--- src/rtl/i2c_bitclk_pkg.sv ---
`timescale 1ns/1ps
package i2c_bitclk_pkg;
  localparam int unsigned DIV_W     = 8;
  localparam int unsigned SEL_W     = 2;
  localparam int unsigned PRE_W     = 5;   // log2 of the largest predivide ratio
  localparam int unsigned MODE_W    = SEL_W + 2;
  localparam int unsigned HALF_W    = DIV_W + 1;
  localparam int unsigned FIXED_ADD = 3;

  // mode register fields
  localparam int unsigned MODE_EN   = 0;
  localparam int unsigned MODE_SEL  = 1;
  localparam int unsigned MODE_FILT = SEL_W + 1;

  typedef struct packed {
    logic             filt;
    logic [SEL_W-1:0] sel;
    logic [DIV_W-1:0] div;
  } rate_cfg_t;
endpackage

--- src/rtl/i2c_bitclk_cfg.sv ---
`timescale 1ns/1ps
module i2c_bitclk_cfg
  import i2c_bitclk_pkg::*;
(
  input  logic              clk_i,
  input  logic              rst_ni,
  input  logic              mode_we_i,
  input  logic [MODE_W-1:0] mode_i,
  input  logic              div_we_i,
  input  logic [DIV_W-1:0]  div_i,
  input  logic              half_done_i,
  output logic              en_o,
  output rate_cfg_t         act_o
);
  logic      en_q, en_d;
  rate_cfg_t prog_q, prog_d, act_q;

  always_comb begin
    en_d   = en_q;
    prog_d = prog_q;
    if (mode_we_i) begin
      en_d        = mode_i[MODE_EN];
      prog_d.sel  = mode_i[MODE_SEL +: SEL_W];
      prog_d.filt = mode_i[MODE_FILT];
    end
    if (div_we_i) prog_d.div = div_i;
  end

  always_ff @(posedge clk_i or negedge rst_ni) begin
    if (!rst_ni) begin
      en_q   <= 1'b0;
      prog_q <= '0;
      act_q  <= '0;
    end else begin
      en_q   <= en_d;
      prog_q <= prog_d;
      // working copy follows while idle, otherwise only at a half-period end
      if (!en_q || half_done_i) act_q <= prog_d;
    end
  end

  assign en_o  = en_q;
  assign act_o = act_q;
endmodule

--- src/rtl/i2c_bitclk_prediv.sv ---
`timescale 1ns/1ps
module i2c_bitclk_prediv
  import i2c_bitclk_pkg::*;
#(
  parameter int unsigned SW = SEL_W,
  parameter int unsigned PW = PRE_W
) (
  input  logic          clk_i,
  input  logic          rst_ni,
  input  logic          en_i,
  input  logic [SW-1:0] sel_i,
  output logic          wrap_o,
  output logic [PW-1:0] cnt_o,
  output logic [PW-1:0] last_o
);
  localparam int unsigned NSEL = 2 ** SW;

  logic [PW-1:0] last_tab [NSEL];
  logic [PW-1:0] cnt_q;

  // terminal count per select: 2^(PW-g) - 1
  for (genvar g = 0; g < NSEL; g++) begin : g_last
    assign last_tab[g] = PW'((32'd1 << (PW - g)) - 32'd1);
  end

  assign last_o = last_tab[sel_i];
  assign wrap_o = en_i && (cnt_q == last_o);

  always_ff @(posedge clk_i or negedge rst_ni) begin
    if (!rst_ni)      cnt_q <= '0;
    else if (!en_i)   cnt_q <= '0;
    else if (wrap_o)  cnt_q <= '0;
    else              cnt_q <= cnt_q + 1'b1;
  end

  assign cnt_o = cnt_q;
endmodule

--- src/rtl/i2c_bitclk_halfdiv.sv ---
`timescale 1ns/1ps
module i2c_bitclk_halfdiv
  import i2c_bitclk_pkg::*;
(
  input  logic              clk_i,
  input  logic              rst_ni,
  input  logic              en_i,
  input  logic              step_i,
  input  logic [DIV_W-1:0]  div_i,
  input  logic              filt_i,
  output logic              done_o,
  output logic              tick_o,
  output logic              scl_o,
  output logic [HALF_W-1:0] cnt_o,
  output logic [HALF_W-1:0] len_o
);
  logic [HALF_W-1:0] cnt_q;
  logic              tick_q, scl_q;

  assign len_o  = {1'b0, div_i} + HALF_W'(FIXED_ADD) + (filt_i ? HALF_W'(2) : '0);
  assign done_o = step_i && (cnt_q == len_o - 1'b1);

  always_ff @(posedge clk_i or negedge rst_ni) begin
    if (!rst_ni) begin
      cnt_q  <= '0;
      tick_q <= 1'b0;
      scl_q  <= 1'b0;
    end else if (!en_i) begin
      cnt_q  <= '0;
      tick_q <= 1'b0;
      scl_q  <= 1'b0;
    end else begin
      tick_q <= done_o;
      if (done_o) begin
        cnt_q <= '0;
        scl_q <= ~scl_q;
      end else if (step_i) begin
        cnt_q <= cnt_q + 1'b1;
      end
    end
  end

  assign tick_o = tick_q;
  assign scl_o  = scl_q;
  assign cnt_o  = cnt_q;
endmodule

--- src/rtl/i2c_bitclk_gen.sv ---
`timescale 1ns/1ps
module i2c_bitclk_gen
  import i2c_bitclk_pkg::*;
(
  input  logic              clk_i,
  input  logic              rst_ni,
  input  logic              mode_we_i,
  input  logic [MODE_W-1:0] mode_i,
  input  logic              div_we_i,
  input  logic [DIV_W-1:0]  div_i,
  output logic              tick_o,
  output logic              scl_o
);
  logic              en_w, pre_wrap_w, half_done_w;
  rate_cfg_t         act_w;
  logic [PRE_W-1:0]  pre_cnt_w, pre_last_w;
  logic [HALF_W-1:0] half_cnt_w, half_len_w;

  i2c_bitclk_cfg u_cfg (
    .clk_i       (clk_i),
    .rst_ni      (rst_ni),
    .mode_we_i   (mode_we_i),
    .mode_i      (mode_i),
    .div_we_i    (div_we_i),
    .div_i       (div_i),
    .half_done_i (half_done_w),
    .en_o        (en_w),
    .act_o       (act_w)
  );

  i2c_bitclk_prediv u_pre (
    .clk_i  (clk_i),
    .rst_ni (rst_ni),
    .en_i   (en_w),
    .sel_i  (act_w.sel),
    .wrap_o (pre_wrap_w),
    .cnt_o  (pre_cnt_w),
    .last_o (pre_last_w)
  );

  i2c_bitclk_halfdiv u_half (
    .clk_i  (clk_i),
    .rst_ni (rst_ni),
    .en_i   (en_w),
    .step_i (pre_wrap_w),
    .div_i  (act_w.div),
    .filt_i (act_w.filt),
    .done_o (half_done_w),
    .tick_o (tick_o),
    .scl_o  (scl_o),
    .cnt_o  (half_cnt_w),
    .len_o  (half_len_w)
  );
endmodule

--- config.mk ---
export PLATFORM = sky130hd
export DESIGN_NAME = i2c_bitclk_gen
export DESIGN_NICKNAME = d
export VERILOG_FILES = /design/src/rtl/i2c_bitclk_pkg.sv /design/src/rtl/i2c_bitclk_cfg.sv /design/src/rtl/i2c_bitclk_prediv.sv /design/src/rtl/i2c_bitclk_halfdiv.sv /design/src/rtl/i2c_bitclk_gen.sv
export SDC_FILE = /design/constraint.sdc
export NUM_CORES = 1
export LEC_CHECK = 0
export BUFFER_PORTS_ARGS = -buffer_cell sky130_fd_sc_hd__buf_2
export CORE_UTILIZATION = 54
export CTS_CLUSTER_SIZE = 24
export DETAILED_ROUTE_END_ITERATION = 16
export PLACE_DENSITY = 0.76
export SYNTH_ARGS = -nofsm -noshare
export SYNTH_HDL_FRONTEND = slang
export SYNTH_HIERARCHICAL = 1
export SYNTH_SLANG_ARGS = --single-unit
--- constraint.sdc ---
create_clock -name clk_i -period 3.3 [get_ports clk_i]
set_input_delay 0.33 -clock clk_i [delete_from_list [all_inputs] [get_ports clk_i]]
set_output_delay 0.33 -clock clk_i [all_outputs]
set_load 0.02 [all_outputs]
==> results by stage <==
Status:
- The run finished, with violations left.
- The checks that failed: setup timing.

Pwr:
- The static power due to leakage is 1.18 nW.
- The cell internal power dissipation is 973 uW.
- The power share of the clock group is 21.5%.
- The total power of the final layout is 1.46 mW.
- The combinational fraction of design power is 38.4%.
- The sequential share of power is 40.1%.
- The switching share of power is 33.6%.
- Across the VDD grid, the largest voltage drop is 374 uV.
- The ratio of total power to cell area is 550 mW/mm2.
- In this run the power spent charging and discharging nets is 492 uW.

Floorplanning:
- The die area is 0.00450 mm2.
- The area of the core is 0.00403 mm2.
- The overall die width is 67.1 um.
- The floorplan step set the die height to 67.1 um.
- The cell row count is 23.
- In this run the count of I/O pins placed on the die edge is 18.
- The starting density of the core is 56.7%.

Timing:
- Timing would allow up to 0.302 GHz.
- In the post-route analysis, the smallest setup slack over all paths is -0.0162 ns.
- Headroom to the max-slew limit came out at 43.9%.
- The minimum clock period is 3.32 ns.
- Of the available clock period, the critical path in the final layout requires 100%.
- The max-slew violation total from the final report came to 0.
- The final number of hold-violating endpoints is 0.
- The final-layout setup total negative slack is -0.0964 ns.
- The measured slew at the worst slew-check pin is 0.842 ns.
- Setup repair after global routing could not meet its margin everywhere.
- For the final database, setup skew stands at 0.00871 ns.
- The count of final setup violators is 8.
- The post-route worst hold slack is 0.130 ns.

Critical path:
- The startpoint of the worst-slack reg-to-reg timing path is u_cfg/act_o[10].
- Along the worst path, the maximum fanout reaches 5.
- Counting both buffers and inverters, the worst setup path holds a total of 5.
- The kind of cell with the highest combined delay along the critical path is adder cells.
- The depth of the most critical reg-to-reg path is 15.
- STA classifies the critical path endpoint as a register.
- The endpoint identified for the worst register-to-register timing path is u_cfg/act_o[7].
- The data arrival time of the critical path is 3.50 ns.
- The launch point of the worst path is u_cfg/act_o[10].
- The slowest stage of the critical path belongs to the cell sky130_fd_sc_hd__fa_2.
- The critical path is of the reg2reg type.
- The longest individual stage delay on the worst path is 0.54 ns.
- The most numerous cell type found on the critical path is sky130_fd_sc_hd__inv_1.
- The signal on the critical path passes through inv_1, ha_1, inv_1, ha_2, inv_2, fa_2, nand3b_1, buf_4, a2111oi_4, xnor2_2, o211ai_4, nor2_2, nand2b_4, clkbuf_16, mux2_4.
- The count of cell instances traversed by the critical path is 15.
- The capturing element of the worst setup path is u_cfg/act_o[7].
- STA puts the critical path data required time at 3.49 ns.
- The type of element launching the critical path is a register.
- In this run the register-to-register setup slack is -0.02 ns.

Place:
- Once placement finished, the instance area stood at 0.00246 mm2.
- The number of placed instances, taps included, is 257.
- At the placement stage, the worst setup path has a slack of -0.0966 ns.
- The final weighted congestion in routability-driven placement is 0.831.
- Once detailed placement completed, the half-perimeter wirelength came to 3270 um.
- The count of buffers from port buffering is 17.

Clocking:
- The clock sink count is 39.
- In this run the number of H-tree levels came out at 2.
- In this run the clock root is driven by a sky130_fd_sc_hd__clkbuf_8.
- After clock tree synthesis, the clock-pin slew on the worst setup and hold paths is 0.08 ns.
- TritonCTS built the clock tree.
- TritonCTS created 5 clock buffers.
- The latest clock arrival within the worst-skew pair is 0.30 ns.
- The deepest clock path buffer count is 2.
- Buffers inserted to repair hold after CTS numbered 0.

Final layout:
- The final design instance area without fill is 0.00267 mm2.
- The area added between synthesis and finish is 16.6%.
- The number of nets in the layout is 244.
- The filler cells instantiated in the layout total 302.
- 0 antenna diodes ended up in the layout.
- Measured on the finished design, the core utilization comes to 66.1%.
- Once layout is complete, the cells apart from fillers number 273.
- The post-route netlist has 36.8% of its cells at a drive strength greater than 1.

Route:
- The first detailed-routing pass took 4 iterations.
- After detailed routing, the total wire length is 4700 um.
- After detailed routing, the number of vias per cell comes to 5.56.
- Once detail routing completed, the nets flagged for antenna violations numbered 0.
- The vias after detailed routing is 1517.
- After detailed routing, the average wire length per cell comes to 17.2 um.
- In this run, the number of DRC markers left after iteration 0 of detailed routing was 87.
- The DRC violation count after routing is 0.

GRT:
- The initial antenna violation count is 0.
- The most used routing layer is met2.
- Entering global routing, the biggest net connects 40 pins.
- The first global-routing pass estimated 7590 um of wire.
- The leftover overflow at the end of global routing is 0.
- The met2 routing resource usage after global routing is 42.4%.
- Global routing used 26.9% of the available met1 tracks.
- The all-layer global routing usage is 23.5%.
- For met3 alone, demand over resource in global routing was 5.48%.
- The number of global-route vias before repair was 1636.

Worst hold path:
- The path type of the worst min-delay path is in2async.

Yosys:
- A synthesized cell averages 12.2 um2.
- The count of warnings emitted by yosys is 6.
- The number of nets handed over by synthesis was 210.
- The number of standard cells after synthesis is 188.
- Summing every instance area after synthesis gives 0.00229 mm2.

Flow run:
- The reported max-cap violation count is 0.
==> cell type report <==
class / instances / area, um2 / area share (%)
Clock buffer: 7 / 76.3 / 2.86
Sequential cell: 39 / 976 / 36.6
Multi-Input combinational cell: 133 / 1270 / 47.7
Inverter: 10 / 37.5 / 1.41
Clock inverter: 1 / 5.00 / 0.188
Tap cell: 50 / 62.6 / 2.35
Timing Repair Buffer: 33 / 235 / 8.83
==> worst reg2reg max path: stages (launching register included) <==
cell	delay (ns)
sky130_fd_sc_hd__dfrtp_1	0.35
sky130_fd_sc_hd__inv_1	0.05
sky130_fd_sc_hd__ha_1	0.28
sky130_fd_sc_hd__inv_1	0.06
sky130_fd_sc_hd__ha_2	0.18
sky130_fd_sc_hd__inv_2	0.04
sky130_fd_sc_hd__fa_2	0.54
sky130_fd_sc_hd__nand3b_1	0.15
sky130_fd_sc_hd__buf_4	0.18
sky130_fd_sc_hd__a2111oi_4	0.36
sky130_fd_sc_hd__xnor2_2	0.18
sky130_fd_sc_hd__o211ai_4	0.11
sky130_fd_sc_hd__nor2_2	0.13
sky130_fd_sc_hd__nand2b_4	0.16
sky130_fd_sc_hd__clkbuf_16	0.15
sky130_fd_sc_hd__mux2_4	0.29
==> metal layers <==
layer	vias up	part of all wire [%]
met3	7	3.4
met2	26	55
met4	0	1.6
li1	722	-
met5	-	0
met1	762	40
==> registers in the layout, summed over array words and instances, names as in the netlist <==
signal,flops
u_half/scl_o,1
u_half/tick_o,1
u_pre/cnt_o,5
u_cfg/act_o,11
u_cfg/en_o,1
u_half/cnt_o,9
u_cfg/prog_q,11
==> worst min path at each step <==
| stage | slack [ns] | to | startpoint |
|---|---|---|---|
| after floorplan | 0.03 | u_cfg/act_o[0] | rst_ni |
| after global placement | 0.45 | u_pre/cnt_o[0] | u_pre/cnt_o[0] |
| after detailed placement | 0.47 | u_pre/cnt_o[0] | u_pre/cnt_o[0] |
| after CTS | 0.16 | u_cfg/prog_q[1] | rst_ni |
| after global routing | 0.19 | u_cfg/prog_q[0] | rst_ni |
| final | 0.13 | u_cfg/prog_q[10] | rst_ni |
==> power by group through the flow <==
stage                     clock [mW]  sequential (mW)  combinational [mW]
final                          0.315            0.587               0.563
after global placement             0            0.588               0.448
after floorplan                    0            0.562               0.397
after global routing           0.339            0.593               0.600
after CTS                      0.311            0.585               0.521
after detailed placement           0            0.593               0.477
==> cells in the final DEF, fill, tap and decap left out, types with 4 or more instances in the layout <==
cell / n
sky130_fd_sc_hd__nor2_1: 13
sky130_fd_sc_hd__xor2_1: 9
sky130_fd_sc_hd__nand2_1: 8
sky130_fd_sc_hd__clkbuf_8: 5
sky130_fd_sc_hd__inv_1: 9
sky130_fd_sc_hd__dfrtp_1: 39
sky130_fd_sc_hd__buf_2: 17
sky130_fd_sc_hd__ha_1: 4
sky130_fd_sc_hd__buf_4: 14
sky130_fd_sc_hd__mux2_2: 4
sky130_fd_sc_hd__xnor2_1: 19
sky130_fd_sc_hd__mux2_4: 19
sky130_fd_sc_hd__nand3_1: 7
sky130_fd_sc_hd__a211oi_1: 4
==> timing repair <==
item,4_1_cts,5_1_grt
cloned,0,1
buffers inserted,4,4
pin swaps,6,9
endpoints found under the setup margin,11,21
hold endpoints to repair,0,0
resized for setup,6,5
Note: power is estimated with default switching activity, not from simulation.
